File: src/rtl/sdr_dp_pkg.sv
package sdr_dp_pkg;

  typedef enum logic [2:0] {
    BL_ONE   = 3'd0,
    BL_TWO   = 3'd1,
    BL_FOUR  = 3'd2,
    BL_EIGHT = 3'd3,
    BL_PAGE  = 3'd7
  } burst_code_e;

  localparam int CL_MIN = 2;
  localparam int CL_MAX = 3;

  // Highest beat index of a fixed burst; a page burst spans the whole column space.
  function automatic int unsigned burst_span(input logic [2:0] code, input int unsigned col_w);
    case (code)
      BL_TWO:   return 1;
      BL_FOUR:  return 3;
      BL_EIGHT: return 7;
      BL_PAGE:  return (32'd1 << col_w) - 1;
      default:  return 0;
    endcase
  endfunction

endpackage

File: src/rtl/sdr_dp_burst_seq.sv
module sdr_dp_burst_seq
  import sdr_dp_pkg::*;
#(
  parameter int COL_W = 8
) (
  input  logic             clk,
  input  logic             rst,
  input  logic             cmd_rd,
  input  logic             cmd_wr,
  input  logic             cmd_stop,
  input  logic [COL_W-1:0] cmd_col,
  input  logic [2:0]       cfg_bl,
  input  logic             cfg_ilv,
  output logic             issue_rd,
  output logic             issue_wr,
  output logic             beat_rd,
  output logic [COL_W-1:0] beat_col
);

  logic             act, wr;
  logic [COL_W-1:0] idx, base, span, nidx, nbase, offs, issue_col;
  logic             full, last, fresh, go, nwr;

  always_comb begin
    span      = COL_W'(burst_span(cfg_bl, COL_W));
    full      = (cfg_bl == BL_PAGE);
    last      = act && !full && (idx == span);
    fresh     = cmd_rd | cmd_wr;
    go        = fresh | (act & ~cmd_stop & ~last);
    nidx      = fresh ? '0 : idx + 1'b1;
    nbase     = fresh ? cmd_col : base;
    nwr       = fresh ? cmd_wr : wr;
    offs      = (cfg_ilv && !full) ? (nbase ^ nidx) : (nbase + nidx);
    issue_col = (nbase & ~span) | (offs & span);
    issue_rd  = go & ~nwr;
    issue_wr  = go & nwr;
  end

  always_ff @(posedge clk) begin
    if (rst) begin
      act      <= 1'b0;
      wr       <= 1'b0;
      idx      <= '0;
      base     <= '0;
      beat_rd  <= 1'b0;
      beat_col <= '0;
    end else begin
      act      <= go;
      wr       <= nwr;
      idx      <= nidx;
      base     <= nbase;
      beat_rd  <= issue_rd;
      beat_col <= issue_col;
    end
  end

endmodule

File: src/rtl/sdr_dp_rd_pipe.sv
module sdr_dp_rd_pipe
  import sdr_dp_pkg::*;
#(
  parameter int DATA_W = 32,
  parameter int MASK_W = DATA_W / 8,
  parameter int COL_W  = 8
) (
  input  logic              clk,
  input  logic              rst,
  input  logic              cl_long,
  input  logic              beat_rd,
  input  logic [COL_W-1:0]  beat_col,
  input  logic [MASK_W-1:0] host_mask,
  input  logic [DATA_W-1:0] dq_in,
  output logic              rd_valid,
  output logic [DATA_W-1:0] rd_data,
  output logic [MASK_W-1:0] rd_be,
  output logic [COL_W-1:0]  rd_col
);

  localparam int DEPTH     = CL_MAX;
  localparam int SHORT_TAP = CL_MIN - 1;
  localparam int LONG_TAP  = CL_MAX - 1;

  logic [MASK_W-1:0] mask0;
  logic              st_v [DEPTH];
  logic [COL_W-1:0]  st_c [DEPTH];
  logic [MASK_W-1:0] st_m [DEPTH];
  logic              tap_v;
  logic [COL_W-1:0]  tap_c;
  logic [MASK_W-1:0] tap_m;

  // Beat tracking stages; stage j holds a beat j+1 slots after it was issued.
  always_ff @(posedge clk) begin
    if (rst) begin
      mask0 <= '0;
      for (int j = 0; j < DEPTH; j++) begin
        st_v[j] <= 1'b0;
        st_c[j] <= '0;
        st_m[j] <= '0;
      end
    end else begin
      mask0   <= host_mask;
      st_v[0] <= beat_rd;
      st_c[0] <= beat_col;
      st_m[0] <= mask0;
      for (int j = 1; j < DEPTH; j++) begin
        st_v[j] <= st_v[j-1];
        st_c[j] <= st_c[j-1];
        st_m[j] <= st_m[j-1];
      end
    end
  end

  always_comb begin
    tap_v = cl_long ? st_v[LONG_TAP] : st_v[SHORT_TAP];
    tap_c = cl_long ? st_c[LONG_TAP] : st_c[SHORT_TAP];
    tap_m = cl_long ? st_m[LONG_TAP] : st_m[SHORT_TAP];
  end

  always_ff @(posedge clk) begin
    if (rst) begin
      rd_valid <= 1'b0;
      rd_data  <= '0;
      rd_be    <= '0;
      rd_col   <= '0;
    end else begin
      rd_valid <= tap_v;
      rd_be    <= tap_v ? ~tap_m : '0;
      if (tap_v) begin
        rd_data <= dq_in;
        rd_col  <= tap_c;
      end
    end
  end

endmodule

File: src/rtl/sdr_dp_pin_drive.sv
module sdr_dp_pin_drive #(
  parameter int DATA_W = 32,
  parameter int MASK_W = DATA_W / 8
) (
  input  logic              clk,
  input  logic              rst,
  input  logic              cl_long,
  input  logic              issue_wr,
  input  logic              issue_rd,
  input  logic              beat_rd,
  input  logic [DATA_W-1:0] host_wdata,
  input  logic [MASK_W-1:0] host_mask,
  output logic [DATA_W-1:0] dq_out,
  output logic              dq_oe,
  output logic [MASK_W-1:0] dqm_out
);

  logic [MASK_W-1:0] rd_mask_q, dqm_nxt;

  // Write masks go out with their data; read masks must lead the data by two slots.
  always_comb begin
    if (issue_wr)     dqm_nxt = host_mask;
    else if (cl_long) dqm_nxt = beat_rd ? rd_mask_q : '0;
    else              dqm_nxt = issue_rd ? host_mask : '0;
  end

  always_ff @(posedge clk) begin
    if (rst) begin
      rd_mask_q <= '0;
      dq_out    <= '0;
      dq_oe     <= 1'b0;
      dqm_out   <= '0;
    end else begin
      rd_mask_q <= host_mask;
      dq_out    <= issue_wr ? host_wdata : '0;
      dq_oe     <= issue_wr;
      dqm_out   <= dqm_nxt;
    end
  end

endmodule

File: src/rtl/sdr_burst_dp.sv
module sdr_burst_dp #(
  parameter int DATA_W = 32,
  parameter int MASK_W = DATA_W / 8,
  parameter int COL_W  = 8
) (
  input  logic              clk,
  input  logic              rst,
  input  logic              cfg_cl,
  input  logic [2:0]        cfg_bl,
  input  logic              cfg_ilv,
  input  logic              cmd_rd,
  input  logic              cmd_wr,
  input  logic              cmd_stop,
  input  logic [COL_W-1:0]  cmd_col,
  input  logic [DATA_W-1:0] host_wdata,
  input  logic [MASK_W-1:0] host_mask,
  input  logic [DATA_W-1:0] dq_in,
  output logic [DATA_W-1:0] dq_out,
  output logic              dq_oe,
  output logic [MASK_W-1:0] dqm_out,
  output logic              rd_valid,
  output logic [DATA_W-1:0] rd_data,
  output logic [MASK_W-1:0] rd_be,
  output logic [COL_W-1:0]  rd_col
);

  logic             issue_rd, issue_wr, beat_rd;
  logic [COL_W-1:0] beat_col;

  sdr_dp_burst_seq #(.COL_W(COL_W)) u_seq (
    .clk      (clk),
    .rst      (rst),
    .cmd_rd   (cmd_rd),
    .cmd_wr   (cmd_wr),
    .cmd_stop (cmd_stop),
    .cmd_col  (cmd_col),
    .cfg_bl   (cfg_bl),
    .cfg_ilv  (cfg_ilv),
    .issue_rd (issue_rd),
    .issue_wr (issue_wr),
    .beat_rd  (beat_rd),
    .beat_col (beat_col)
  );

  sdr_dp_pin_drive #(.DATA_W(DATA_W), .MASK_W(MASK_W)) u_drive (
    .clk        (clk),
    .rst        (rst),
    .cl_long    (cfg_cl),
    .issue_wr   (issue_wr),
    .issue_rd   (issue_rd),
    .beat_rd    (beat_rd),
    .host_wdata (host_wdata),
    .host_mask  (host_mask),
    .dq_out     (dq_out),
    .dq_oe      (dq_oe),
    .dqm_out    (dqm_out)
  );

  sdr_dp_rd_pipe #(.DATA_W(DATA_W), .MASK_W(MASK_W), .COL_W(COL_W)) u_rd (
    .clk       (clk),
    .rst       (rst),
    .cl_long   (cfg_cl),
    .beat_rd   (beat_rd),
    .beat_col  (beat_col),
    .host_mask (host_mask),
    .dq_in     (dq_in),
    .rd_valid  (rd_valid),
    .rd_data   (rd_data),
    .rd_be     (rd_be),
    .rd_col    (rd_col)
  );

endmodule

File: config.mk
export PLATFORM = sky130hd
export DESIGN_NAME = sdr_burst_dp
export DESIGN_NICKNAME = d
export VERILOG_FILES = /design/src/rtl/sdr_dp_pkg.sv /design/src/rtl/sdr_dp_burst_seq.sv /design/src/rtl/sdr_dp_rd_pipe.sv /design/src/rtl/sdr_dp_pin_drive.sv /design/src/rtl/sdr_burst_dp.sv
export SDC_FILE = /design/constraint.sdc
export NUM_CORES = 1
export LEC_CHECK = 0
export BUFFER_PORTS_ARGS = -buffer_cell sky130_fd_sc_hd__buf_2
export CORE_UTILIZATION = 45
export CTS_CLUSTER_SIZE = 24
export DETAILED_ROUTE_END_ITERATION = 10
export PLACE_DENSITY = 0.79
export REMOVE_ABC_BUFFERS = 1
export SKIP_LAST_GASP = 1
export SLEW_MARGIN = 20
export SYNTH_ARGS = -nofsm -noshare
export SYNTH_HDL_FRONTEND = slang
export SYNTH_SLANG_ARGS = --single-unit
export TNS_END_PERCENT = 30
File: constraint.sdc
create_clock -name clk -period 2.15 [get_ports clk]
set_input_delay 0.215 -clock clk [delete_from_list [all_inputs] [get_ports clk]]
set_output_delay 0.215 -clock clk [all_outputs]
set_load 0.005 [all_outputs]
==> metrics.yaml <==
finish:
  final_cell_mix: "buf_2 (166), dfxtp_1 (150), nand2_1 (80)"
  layout_commonest_cell: "buf_2"
  fin_cells: 910
  final_nets: 852
  syn_to_final_growth_pct: 39.8
  post-route-util: 0.645
  antenna_cells: 0
  drive_above_1_share: 0.329
  postLayoutCellArea_sq_mm: 0.00733
place:
  place_ws_ps: -371
  dp_cells: 855
  gp_congestion: 0.798
  io_buffers: 167
  dp_hpwl_mm: 7.84
  postPlaceCellArea_sq_mm: 0.00639
sta:
  finalSetupTns_ps: -50.0
  period_minus_slack_ps: 2200
  fin_ws_ps: -50.0
  timing.fmax_ghz: 0.455
  timing.final.max_slew_violations: 0
  finalCritPeriodShare: 1.02
  tightest_slew_ps: 960
  slew_headroom: 0.360
  finalHoldWorstSlack_ps: 14.4
  final-hold-violation-count: 0
  setup_viol: 1
  rsz0062_at_grt: "true"
  fin_skew_ps: 5.57
worst_setup_path:
  r2r_cells: 10
  worstSetupEndpointType: "flop"
  path_class: "reg2reg"
  cp.arrival_ps: 2490
  cp-startpoint: "u_seq.idx[4]$_SDFF_PP0_"
  crit_required_ps: 2440
  cp-start-kind: "flop"
  reg2reg_from: "u_seq.idx[4]$_SDFF_PP0_"
  r2r_slack_ps: -50
  crit_fanout: 4
drt:
  post-route-drc-count: 0
  drtAntennaViolNets: 0
  vias: 4395
  wl_mm: 11.7
  via_per_inst: 4.83
  wl_per_cell_um: 12.8
  drt_pass1_iterations: 4
  first_iter_violations: 223
flow_run:
  cap_violations: 0
global_route:
  globalRouteTotalUtil: 0.193
  grt_pass1_vias: 4078
  antenna_found_initial: 0
  grt_pass1_wl_mm: 17.9
  gr-total-overflow: 0
  grt_max_degree: 49
clock_network:
  root_buffer: "clkbuf_16"
  cts_max_level: 4
  path_clk_slew_ps: 60
  clock-sinks: 152
  cts_buffer_depth: 2
  clk_latency_ps: 410
  cts_tree: "yes"
  numCtsBuffers: 17
hold_path:
  whs_path_depth: 2
  worstHoldPathType: "in2reg"
  hp-start: "host_wdata[25]"
power_and_ir_drop:
  peakVddDrop_v: 0.000684
  p_leak_nw: 3.35
  p_per_area_mw_per_mm2: 879
  power_mw: 6.44
floorplanning:
  num_rows: 39
  die_h_um: 110
  start_util: 0.461
  coreArea_sq_mm: 0.0114
  die_area_sq_mm: 0.0121
  ios: 168
  fp.dieW_um: 110
yosys:
  syn_avg_cell_area_sq_um: 9.69
  yosysSeqAreaShare: 0.580
  yosysWarnings: 0
  synth_cell_types: 41
  ys_seq_elements: 152
  syn-instance-count: 541
  netlist_area_sq_mm: 0.00524
run_status:
  violations: "negative setup slack"
  status: "finished with violations"
synthesized netlist by cell type, drive strengths merged:
library cell  number  share of area
nand4              1         0.0012
nor3              11          0.013
a21oi             38          0.037
nor2b             44          0.052
o32ai              4         0.0067
and3               1         0.0012
ha                 8          0.019
a41o               1         0.0021
nand2             81          0.058
dfxtp            152           0.58
and2              38          0.045
mux2               2         0.0043
or2                1         0.0012
clkbuf            24          0.017
xor2               3         0.0050
a311oi             1         0.0017
buf                6         0.0091
a2111oi            4         0.0067
o21bai             1         0.0014
a21boi             2         0.0029
nor4b              3         0.0050
inv               13         0.0093
xnor2              6          0.010
o22ai              1         0.0012
fa                 1         0.0038
a21o               3         0.0043
o21a               1         0.0014
mux2i             15          0.029
a211oi            13          0.019
o31ai              1         0.0014
a31oi              1         0.0012
or4                3         0.0043
o21ai              8         0.0076
nand3              9         0.0086
nor2              40          0.029
per-layer routing:
layer | GRT usage | vias up | wire length (um)
li1 | - | 2217 | -
met1 | 0.212 | 2005 | 4960
met2 | 0.346 | 160 | 5770
met3 | 0.0628 | 13 | 799
met4 | 0.0705 | 0 | 135
met5 | 0 | - | 0
cell families (layout without fill, tap and decap cells):
logic type                 count (synthesis)  count (layout)  share of synthesized area
buffers and inverters                     43             268                     0.0356
xor gates and xnor gates                   9               9                     0.0150
adders and majority gates                  9               9                     0.0229
AOI/OAI and AO/OA                         79              79                     0.0943
muxes                                     17              17                     0.0329
DFF                                      152             152                      0.580
and+or+nand+nor                          232             233                      0.219
path summary, 6_finish.rpt:
kind	endpoint
worst min-delay path	u_drive.dq_out[25]$_SDFF_PP0_
worst min register to register	u_rd.rd_be[1]$_SDFF_PP0_
worst max register to register	u_seq.beat_col[7]$_SDFF_PP0_
worst max-delay path	u_seq.beat_col[7]$_SDFF_PP0_
worst max-delay path, cell delays in order (launching register included):
cell and delay [ps]:
dfxtp_1 390, nand3_1 150, nor2_2 190, xnor2_2 150, nor2_1 70, ha_1 210
or4_4 480, o22ai_2 130, xnor2_1 110, o21ai_1 140, o31ai_1 70
final cells by class:
cell class              count  area (sq um)
clock inverters             9           150
repair buffers            226          1350
flip-flops and latches    152          3050
multi-input cells         347          2100
fillers                   922          4040
inverters                  13          48.8
clock buffers              20           457
well taps                 143           179
what timing repair did:
action                                  4_1_cts  5_1_grt
hold endpoints to repair                     24        0
endpoints found under the setup margin       16       24
gates cloned                                  1        0
hold buffers                                 24        0
gates resized for setup                      18        1
buffers inserted                              1        0
pin swaps                                    15        0
state kept, by name (all words and copies together), names as in the netlist:
register	cells
u_drive.dq_out	32
u_rd.rd_data	32
u_rd.st_c	24
u_rd.st_m	12
u_rd.rd_col	8
u_seq.base	8
u_seq.beat_col	8
u_seq.idx	8
u_drive.dqm_out	4
u_rd.mask0	4
u_rd.rd_be	4
u_rd.st_v	3
u_drive.dq_oe	1
u_rd.rd_valid	1
u_seq.act	1
u_seq.beat_rd	1
u_seq.wr	1
power by group:
part	internal, mW	switching (mW)	total, mW
clock	1.98	1.04	3.02
sequential	2.92	0.0309	2.95
combinational	0.244	0.231	0.475
Power figures use the tool's default switching activity.
